## config.mk

```make
export PLATFORM = sky130hd
export DESIGN_NAME = dma_irq_ctrl
export DESIGN_NICKNAME = d
export VERILOG_FILES = /design/src/rtl/dicr_pkg.sv /design/src/rtl/dicr_icr_reg.sv /design/src/rtl/dicr_req_edge.sv /design/src/rtl/dicr_start_gate.sv /design/src/rtl/dma_irq_ctrl.sv
export SDC_FILE = /design/constraint.sdc
export NUM_CORES = 1
export LEC_CHECK = 0
export BUFFER_PORTS_ARGS = -buffer_cell sky130_fd_sc_hd__buf_4
export CORE_UTILIZATION = 42
export DETAILED_ROUTE_END_ITERATION = 10
export PLACE_DENSITY = 0.84
export SLEW_MARGIN = 20
export SYNTH_ARGS = -nofsm -noshare
export SYNTH_HDL_FRONTEND = slang
export SYNTH_HIERARCHICAL = 1
export SYNTH_SLANG_ARGS = --single-unit
```

## constraint.sdc

```tcl
create_clock -name clk -period 1.89 [get_ports clk]
set_clock_uncertainty 0.05 [all_clocks]
set_input_delay 0.378 -clock clk [delete_from_list [all_inputs] [get_ports clk]]
set_output_delay 0.378 -clock clk [all_outputs]
set_load 0.03 [all_outputs]
```

## src/rtl/dicr_pkg.sv

```systemverilog
package dicr_pkg;

    localparam int NCH        = 7;
    localparam int DW         = 32;
    localparam int CHW        = $clog2(NCH + 1);
    localparam int AUX_W      = 6;
    localparam int AUX_LSB    = 0;
    localparam int BERR_BIT   = 15;
    localparam int EN_LSB     = 16;
    localparam int MASTER_BIT = EN_LSB + NCH;
    localparam int FLAG_LSB   = 24;
    localparam int SENT_BIT   = 31;
    localparam int PEN_OFS    = 3;
    localparam int PEN_STRIDE = 4;
    localparam int GO_BIT     = 24;

    typedef struct packed {
        logic [NCH-1:0]   flag;
        logic             master;
        logic [NCH-1:0]   en;
        logic             berr;
        logic [AUX_W-1:0] aux;
    } icr_fields_t;

    function automatic logic req_cond(input icr_fields_t f);
        return (f.master && (|f.flag)) || f.berr;
    endfunction

    function automatic logic [DW-1:0] icr_pack(input icr_fields_t f, input logic sent);
        logic [DW-1:0] w;
        w = '0;
        w[AUX_LSB +: AUX_W] = f.aux;
        w[BERR_BIT]         = f.berr;
        w[EN_LSB +: NCH]    = f.en;
        w[MASTER_BIT]       = f.master;
        w[FLAG_LSB +: NCH]  = f.flag;
        w[SENT_BIT]         = sent;
        return w;
    endfunction

endpackage

```

## src/rtl/dicr_icr_reg.sv

```systemverilog
module dicr_icr_reg
    import dicr_pkg::*;
(
    input  logic              clk,
    input  logic              rst,
    input  logic              wr_en,
    input  logic [DW-1:0]     wr_data,
    input  logic [NCH-1:0]    done,
    output icr_fields_t       fields_q,
    output logic              cond_nxt
);

    icr_fields_t fields_d;
    logic [NCH-1:0] flag_d;

    // Flags: write-one-to-clear, then gated completion sets (set dominates)
    for (genvar g = 0; g < NCH; g++) begin : g_flag
        logic kept;
        assign kept      = wr_en ? (fields_q.flag[g] & ~wr_data[FLAG_LSB+g]) : fields_q.flag[g];
        assign flag_d[g] = kept | (done[g] & fields_q.en[g]);
    end

    always_comb begin
        fields_d      = fields_q;
        fields_d.flag = flag_d;
        if (wr_en) begin
            fields_d.aux    = wr_data[AUX_LSB +: AUX_W];
            fields_d.berr   = wr_data[BERR_BIT];
            fields_d.en     = wr_data[EN_LSB +: NCH];
            fields_d.master = wr_data[MASTER_BIT];
        end
    end

    assign cond_nxt = req_cond(fields_d);

    always_ff @(posedge clk) begin
        if (rst) fields_q <= '0;
        else     fields_q <= fields_d;
    end

endmodule

```

## src/rtl/dicr_req_edge.sv

```systemverilog
module dicr_req_edge (
    input  logic clk,
    input  logic rst,
    input  logic cond_nxt,
    output logic sent_q,
    output logic irq_q
);

    always_ff @(posedge clk) begin
        if (rst) begin
            sent_q <= 1'b0;
            irq_q  <= 1'b0;
        end else begin
            irq_q  <= cond_nxt & ~sent_q;
            sent_q <= cond_nxt;
        end
    end

endmodule

```

## src/rtl/dicr_start_gate.sv

```systemverilog
module dicr_start_gate
    import dicr_pkg::*;
#(
    parameter logic [NCH-1:0] START_CAPABLE = 7'b1011111
) (
    input  logic            clk,
    input  logic            rst,
    input  logic            pen_wr_en,
    input  logic [DW-1:0]   pen_wr_data,
    output logic [DW-1:0]   pen_q,
    input  logic            ctl_wr_en,
    input  logic [CHW-1:0]  ctl_wr_ch,
    input  logic [DW-1:0]   ctl_wr_data,
    output logic [NCH-1:0]  start_q
);

    logic [NCH-1:0] start_d;

    for (genvar g = 0; g < NCH; g++) begin : g_chan
        if (START_CAPABLE[g]) begin : g_cap
            assign start_d[g] = ctl_wr_en && (ctl_wr_ch == CHW'(g))
                              && ctl_wr_data[GO_BIT]
                              && pen_q[PEN_OFS + PEN_STRIDE*g];
        end else begin : g_none
            assign start_d[g] = 1'b0;
        end
    end

    always_ff @(posedge clk) begin
        if (rst) begin
            pen_q   <= '0;
            start_q <= '0;
        end else begin
            start_q <= start_d;
            if (pen_wr_en) pen_q <= pen_wr_data;
        end
    end

endmodule

```

## src/rtl/dma_irq_ctrl.sv

```systemverilog
module dma_irq_ctrl
    import dicr_pkg::*;
#(
    parameter logic [NCH-1:0] START_CAPABLE = 7'b1011111
) (
    input  logic            clk,
    input  logic            rst,
    input  logic            icr_wr_en,
    input  logic [DW-1:0]   icr_wr_data,
    input  logic [NCH-1:0]  done_pulse,
    output logic [DW-1:0]   icr_rd_data,
    output logic            irq_pulse,
    input  logic            pen_wr_en,
    input  logic [DW-1:0]   pen_wr_data,
    output logic [DW-1:0]   pen_rd_data,
    input  logic            ctl_wr_en,
    input  logic [CHW-1:0]  ctl_wr_ch,
    input  logic [DW-1:0]   ctl_wr_data,
    output logic [NCH-1:0]  start_pulse
);

    icr_fields_t fields;
    logic        cond_nxt;
    logic        sent;

    dicr_icr_reg u_reg (
        .clk      (clk),
        .rst      (rst),
        .wr_en    (icr_wr_en),
        .wr_data  (icr_wr_data),
        .done     (done_pulse),
        .fields_q (fields),
        .cond_nxt (cond_nxt)
    );

    dicr_req_edge u_edge (
        .clk      (clk),
        .rst      (rst),
        .cond_nxt (cond_nxt),
        .sent_q   (sent),
        .irq_q    (irq_pulse)
    );

    dicr_start_gate #(.START_CAPABLE(START_CAPABLE)) u_gate (
        .clk         (clk),
        .rst         (rst),
        .pen_wr_en   (pen_wr_en),
        .pen_wr_data (pen_wr_data),
        .pen_q       (pen_rd_data),
        .ctl_wr_en   (ctl_wr_en),
        .ctl_wr_ch   (ctl_wr_ch),
        .ctl_wr_data (ctl_wr_data),
        .start_q     (start_pulse)
    );

    assign icr_rd_data = icr_pack(fields, sent);

endmodule

```

# Word-level counts from Yosys, hierarchy flattened
# Cells that the tools add are included.
# totals
reg_bits,63
input_bits,111
output_inout_bits,72
word_cells,75
# classes
n_eq_ne,5
muxes,8
n_bitwise,30
reduce_logical,22
# ops
op,n
$logic_and 1x1->1,19
$and 1x1->1,15
$mux 15,1
$not 1->1,8
$mux 1,7
$or 1x1->1,7
$reduce_or 7->1,1
$eq 3x2->1 const B,2
$eq 3x3->1 const B,2
$eq 3x1->1 const B,1
$logic_not 3->1,1
$logic_or 1x1->1,1

# Depth between registers and ports, before layout
# Gate-level depths: netlist (run 1).
# logic_depth
ltp_word,8
depth_mapped,6

# Cells and area by module
# Netlist (run 1), hierarchy kept.
# modules_own_cells
mod,instances,cells_each,area_per_inst_um2,seq_area_each_um2
dicr_start_gate,1,125,1363.8,760.7
dicr_icr_reg,1,85,845.8,440.4
dma_irq_ctrl,1,11,78.8,0.0
dicr_req_edge,1,4,58.8,40.0

# Worst setup path after synthesis (run 1)
# Ideal clock, no wire load.
# synth_timing
kind,in2reg
start,input port icr_wr_en
end,register u_edge.irq_q
t_arrival_ns,1.165
setup_slack_ns,0.559
cell_stages,5
n_path_buf,1
cell_sequence,buf_6 o32ai_1 nand4_1 o21a_1 nor3b_2
# synth_via
elab_chain_len,6
elab_cells_between_ends,19
classes_between,8 x mux; 8 x bitwise; 3 x reduce/logical
# synth_lines
element,line_no,rtl
from (decl),dma_irq_ctrl.sv:8,"input logic icr_wr_en,"
$mux 1,dicr_icr_reg.sv:19,assign kept = wr_en ? (fields_q.flag[g] & ~wr_data[FLAG_LSB+g]) : fields_q.flag[g];
$or 1x1->1,dicr_icr_reg.sv:20,assign flag_d[g] = kept | (done[g] & fields_q.en[g]);
$reduce_or 7->1,dicr_pkg.sv:26,return (f.master && (|f.flag)) || f.berr;
$logic_and 1x1->1,dicr_pkg.sv:26,
$logic_or 1x1->1 (*),dicr_pkg.sv:26,
named net cond_nxt,dma_irq_ctrl.sv:23,logic cond_nxt;
$and 1x1->1 (*),dicr_req_edge.sv:14,irq_q <= cond_nxt & ~sent_q;
to (signal assigned),dicr_req_edge.sv:14,
to (decl),dicr_req_edge.sv:6,output logic irq_q
# The timed path passes the listed nets; every way through them passes the cells marked *.
# A chain may end at the register's enable or synchronous reset.

# Worst setup path after layout (run 1)
# Same ends and word-level chain as after synthesis.

==> results of run 1 <==
-- layout make-up --
type	count	area share
Timing Repair Buffer	135	0.291
Clock buffer	14	0.0467
Clock inverter	1	0.00144
Tap cell	70	0.0251
Multi-Input combinational cell	148	0.279
Sequential cell	62	0.356
-- per-layer routing --
metal / part of all wire / vias up
li1: - / 996
met1: 0.43 / 911
met2: 0.48 / 97
met3: 0.073 / 8
met4: 0.018 / 0
met5: 0 / -
-- worst max-delay path: cells and delay by family --
family                 cells  cell delay (ns)
buffers and inverters      1             0.24
AO/OA/AOI/OAI              2             0.34
AND/OR/NAND/NOR            3             0.56
-- logic make-up (layout without fill, tap and decap cells) --
group / count (synthesis) / count (layout) / share of synthesized area
mux: 47 / 47 / 0.200
simple gates: 81 / 81 / 0.163
flops: 62 / 62 / 0.529
compound gates: 10 / 10 / 0.0352
buf+inv: 23 / 150 / 0.0693
other cells: 2 / 10 / 0.00320
-- sequential cells by signal, indices dropped and copies added (netlist names) --
signal and cells:
u_reg/fields_q 22, u_edge/sent_q 1, u_edge/irq_q 1, u_gate/start_q 6, u_gate/pen_q 32
-- worst paths after layout --
kind | startpoint | endpoint | slack, ns | depth (start not counted)
max | icr_wr_en | u_edge/irq_q | 0.51 | 6
min | ctl_wr_ch[1] | u_gate/start_q[0] | 0.23 | 2
max reg2reg | u_reg/fields_q[6] | u_edge/irq_q | 0.62 | 4
min reg2reg | u_edge/sent_q | u_edge/irq_q | 0.40 | 1
-- Yosys cell counts, types with 2 or more instances --
library cell  number  area, µm²
conb_1             2       7.51
nand4_1            3       18.8
buf_4             14        105
nor2_1            56        210
dfxtp_1           62       1240
clkbuf_1           5       18.8
mux2i_1           47        470
nand4b_1           2       17.5
a22oi_1            5       37.5
buf_6              3       33.8
nand2_1            9       33.8
-- where the power goes --
group	internal [mW]	switching, mW	total [mW]
Combinational	0.261	0.318	0.579
Clock	0.540	0.434	0.974
Sequential	1.38	0.0423	1.42
-- metrics by stage --
step	utilization	setup slack (ns)
3_5_place_dp	0.633	0.196
4_1_cts	0.665	0.523
6_report	0.665	0.507
2_1_floorplan	-	0.559
3_3_place_gp	0.633	0.185
5_1_grt	0.665	0.429
==> results.toml, run 1 <==
[floorplan]
fp-row-count = 26
die_x_um = 76.8
io_pins = 183
die_y_um = 76.8
die_area_um2 = 5890
start_util = 0.448
core_um2 = 5240

[setup_path]
crit_arrival_ns = 1.53
crit_type = "in2reg"
slowest_stage = "or2b_1"
crit_path_end_kind = "flip-flop"
slowest_delay_ns = 0.28
start_kind = "input port"
cp_cell_sequence = "buf_4 -> or2b_1 -> o32ai_1 -> nand4_1 -> o21a_1 -> nor3b_2"
crit_required_ns = 2.03
critPathMaxFanout = 19

[power]
ir_worst_vdd_mv = 0.532
leakagePower_nw = 1.76
p_per_area_nw_per_um2 = 853
finalPower_mw = 2.97

[sta]
worstMarginPinSlew_ns = 0.532
finalHoldViolations = 0
maxSlewHeadroom = 0.645
setup_viol = 0
fin_hold_ws_ns = 0.231
min_period_ns = 1.38
grt_setup_unrepaired = "no"
slew_viol_final = 0
max_freq_ghz = 0.723
finalSetupTns_ns = 0
fin_crit_sh = 0.732

[global_routing]
grt-ovfl-total = 0
grt_pass1_vias = 1958
grt_pass1_wl_mm = 8.88
grtUsageMet1 = 0.212
grtUsageMet3 = 0.0548
grt_usage = 0.191
use_met2 = 0.323
grt.busiest_layer = "met2"
grt_max_degree = 37
antenna_found_initial = 0

[placed_design]
port_buffers = 131
gp_congestion = 0.836
place_area_um2 = 3320
dp_hpwl_mm = 4.19
placed_cells = 415

[cells_and_area]
layout-drive-gt1-share = 0.425
multi_input_area_um2 = 973
n_antenna_cell = 0
regArea_um2 = 1240
syn_to_final_growth_pct = 48.4
layout_common_cells = "buf_4 (135), dfxtp_1 (62), nor2_1 (56), mux2i_1 (47), clkbuf_8 (11)"
fin_area_um2 = 3480
fillCellCount = 430
final_common_cell = "buf_4"
instances_no_fill = 430
layout.nets = 467

[cts]
cts_htree_levels = 3
ctsHoldBuffers = 0
clock_path_buffers = 2
cts_made_buffers = 9
ctsResizeCount = 0
post_cts_buffers = 0
cts_sinks = 62
clk-insertion-delay-late_ns = 0.31
clk_pin_slew_ns = 0.06
root_buffer = "clkbuf_8"
cts_tree = "built"

[route]
drtIter0Drc = 67
final_antenna_net_count = 0
routed_wl_mm = 5.55
vias_per_cell = 4.68
vias = 2012
first_pass_iters = 4
wire_per_inst_um = 12.9
drc = 0

[synth]
synth_area_per_cell_um2 = 10.4
syn_area_um2 = 2350
async_flop_share = 0
ys_warn_count = 6
netlist_instances = 225
yosysUniqueCellTypes = 28
yosysSeqAreaShare = 0.529
ys_seq_elements = 62
synth_edf_count = 0
ys.flop_type = "dfxtp_1"

[flow_run]
drv_cap = 0

[outcome]
status = "finished clean"

[worst_hold_path]
worst_hold_path_type = "in2reg"
Power figures use the tool's default switching activity.
==> run 2, diff against run 1 <==
ABC_AREA = 1   (was unset)
CORE_UTILIZATION = 35   (was 42)
PLACE_DENSITY = 0.75   (was 0.84)
clock period = 1.18 ns   (was 1.89 ns; I/O delays follow)
==> run 2 against run 1 <==
The run now ends with design-rule violations left. Sequential power grew 61%. Worst setup slack got worse by 0.46 ns. First-iteration DRC count rose by 13%. Non-clock buffer count rose by 9. Routed wire length is 11% higher. Global-route usage decreased by 1.2 points. Register-to-register slack lost 0.53 ns. Largest power group unchanged.
==> results.toml, run 2 <==
[outcome]
status = "finished, violations left"
violations = "design-rule violations"

[synth]
synth_top_area_share = 0.527
ys_seq_elements = 62
ys_warn_count = 6
synth_area_per_cell_um2 = 7.55
ys.flop_type = "dfxtp_1"
yosysTopAreaCell = "dfxtp_1"
yosys.cell_count.top_type = "nor2_1"
yosys-top-cells-count = "nor2_1 (79), nand2_1 (63), dfxtp_1 (62)"
syn_area_um2 = 2360
yosysUniqueCellTypes = 22
netlist_instances = 312
yosysSeqAreaShare = 0.527
async_flop_share = 0
synth_area_leaders = "dfxtp_1 (53%), nor2_1 (13%), nand2_1 (10%)"
synth_edf_count = 0

[cts]
cts_sinks = 62
cts_htree_levels = 3
cts_made_buffers = 9
root_buffer = "clkbuf_8"
clock_path_buffers = 2
post_cts_buffers = 0
cts_tree = "built"
clk-insertion-delay-late_ns = 0.32
clk_pin_slew_ns = 0.06

[global_routing]
grt-ovfl-total = 0
grt_usage = 0.179
grt_pass1_wl_mm = 9.91
grt_pass1_vias = 2236
antenna_found_initial = 0
grt_max_degree = 33

[route]
drc = 26
routed_wl_mm = 6.16
m1WireLength_mm = 2.52
first_pass_iters = 7
highest_layer = "met4"
wl_met3_um = 573
vias = 2367
met2WireLength_mm = 3.02
drtIter0Drc = 76
final_antenna_net_count = 0
vias_per_cell = 4.47
wire_per_inst_um = 11.6

[setup_path]
critPathMaxFanout = 3
r2r-start = "u_reg/fields_q[10]"
worstSetupStartpoint = "u_reg/fields_q[8]"
slowest_delay_ns = 0.36
crit_required_ns = 0.89
crit_type = "reg2out"
cp_cell_sequence = "buf_4"
crit_family = "flip-flops"
path_buf_inv = 1
crit_path_end_kind = "primary output"
slowest_stage = "dfxtp_2"
crit_arrival_ns = 0.85
start_kind = "flip-flop"

[sta]
grt_setup_unrepaired = "yes"
min_period_ns = 1.13
setup_viol = 0
slew_viol_final = 0
setup_slack_ns = 0.0456
fin_crit_sh = 0.961
max_freq_ghz = 0.882
finalHoldViolations = 0

[cells_and_area]
largest_register_ffs = 32
reg_top3 = "u_gate/pen_q x32, u_reg/fields_q x22, u_gate/start_q x6"
layout.nets = 561
layout-drive-gt1-share = 0.402
syn_to_final_growth_pct = 53.2
instances_no_fill = 530
n_antenna_cell = 0
layout_common_cells = "buf_4 (137), nor2_1 (79), nand2_1 (59), dfxtp_1 (50), o21ai_0 (27)"
finish.utilization = 0.562
final_common_cell = "buf_4"
regMostFlops = "u_gate/pen_q"

[flow_run]
drv_cap = 0

[floorplan]
fp-row-count = 29
start_util = 0.367
die_y_um = 84.0
io_pins = 183
die_x_um = 84.0
die_area_um2 = 7060
core_um2 = 6420

[worst_hold_path]
hold_start = "pen_wr_data[6]"
worst_hold_path_type = "in2reg"

[placed_design]
dp_slack_ns = -0.0772
gp_congestion = 0.789
dp_hpwl_mm = 4.60
port_buffers = 131
placed_cells = 516

[power]
finalPower_mw = 4.79
leakagePower_nw = 1.85
p_per_area_nw_per_um2 = 1330
ir_worst_vdd_mv = 0.791
run 2: cell types whose count changed after synthesis, sizes merged, moves of 3 or more:
cell	delta
nand2	+60
mux2i	-46
o21ai	+33
nor2	+24
a21oi	+18
inv	+15
a22oi	-6
nand4	-3
run 2: path summary, 6_finish.rpt:
check / end / cells after the start / slack (ns)
max: icr_rd_data[17] / 1 / 0.05
max reg2reg: u_edge/sent_q / 8 / 0.09
min reg2reg: u_edge/irq_q / 1 / 0.37
min: u_gate/pen_q[6] / 3 / 0.08
run 2: metrics by stage:
| stage | setup TNS [ns] | instance area [µm²] | hold WS (ns) |
|---|---|---|---|
| 2_1_floorplan | 0 | 2390 | 0.255 |
| 3_3_place_gp | -0.114 | 3400 | 0.376 |
| 3_5_place_dp | -0.152 | 3400 | 0.384 |
| 4_1_cts | 0 | 3560 | 0.0636 |
| 5_1_grt | -0.00801 | 3610 | 0.0639 |
| 6_report | 0 | 3610 | 0.0796 |
run 2: area by class of cell:
class | count | area (µm²)
inverter | 16 | 61.3
multi-input combinational | 217 | 933
tap | 77 | 96.3
clock buffer | 12 | 145
sequential | 62 | 1260
clock inverter | 2 | 10.0
fill | 601 | 2810
timing repair buffer | 144 | 1110
run 2: report_power, final:
part / leakage [nW] / switching, mW / internal (mW)
clock network: 0.0821 / 0.719 / 0.789
registers: 0.516 / 0.0725 / 2.22
logic: 1.25 / 0.563 / 0.420
run 2: what timing repair did:
| item | CTS | global route |
|---|---|---|
| hold buffers | 0 | 0 |
| pin swaps | 0 | 4 |
| resized for setup | 2 | 22 |
| endpoints found under the hold margin | 0 | 0 |
| setup endpoints to repair | 2 | 14 |
run 2: cell families (layout without fill, tap and decap cells):
family,after synthesis,after routing,share of synthesized area
simple gates,153,153,0.257
flops,62,62,0.527
compound gates,53,53,0.114
buf+inv,41,174,0.0956
other cells,2,10,0.00319
mux,1,1,0.00425
run 2: layer usage:
layer | up-vias | GRT usage
met5 | - | 0
met4 | 0 | 0.0470
met3 | 5 | 0.0821
li1 | 1221 | -
met2 | 104 | 0.317
met1 | 1037 | 0.192
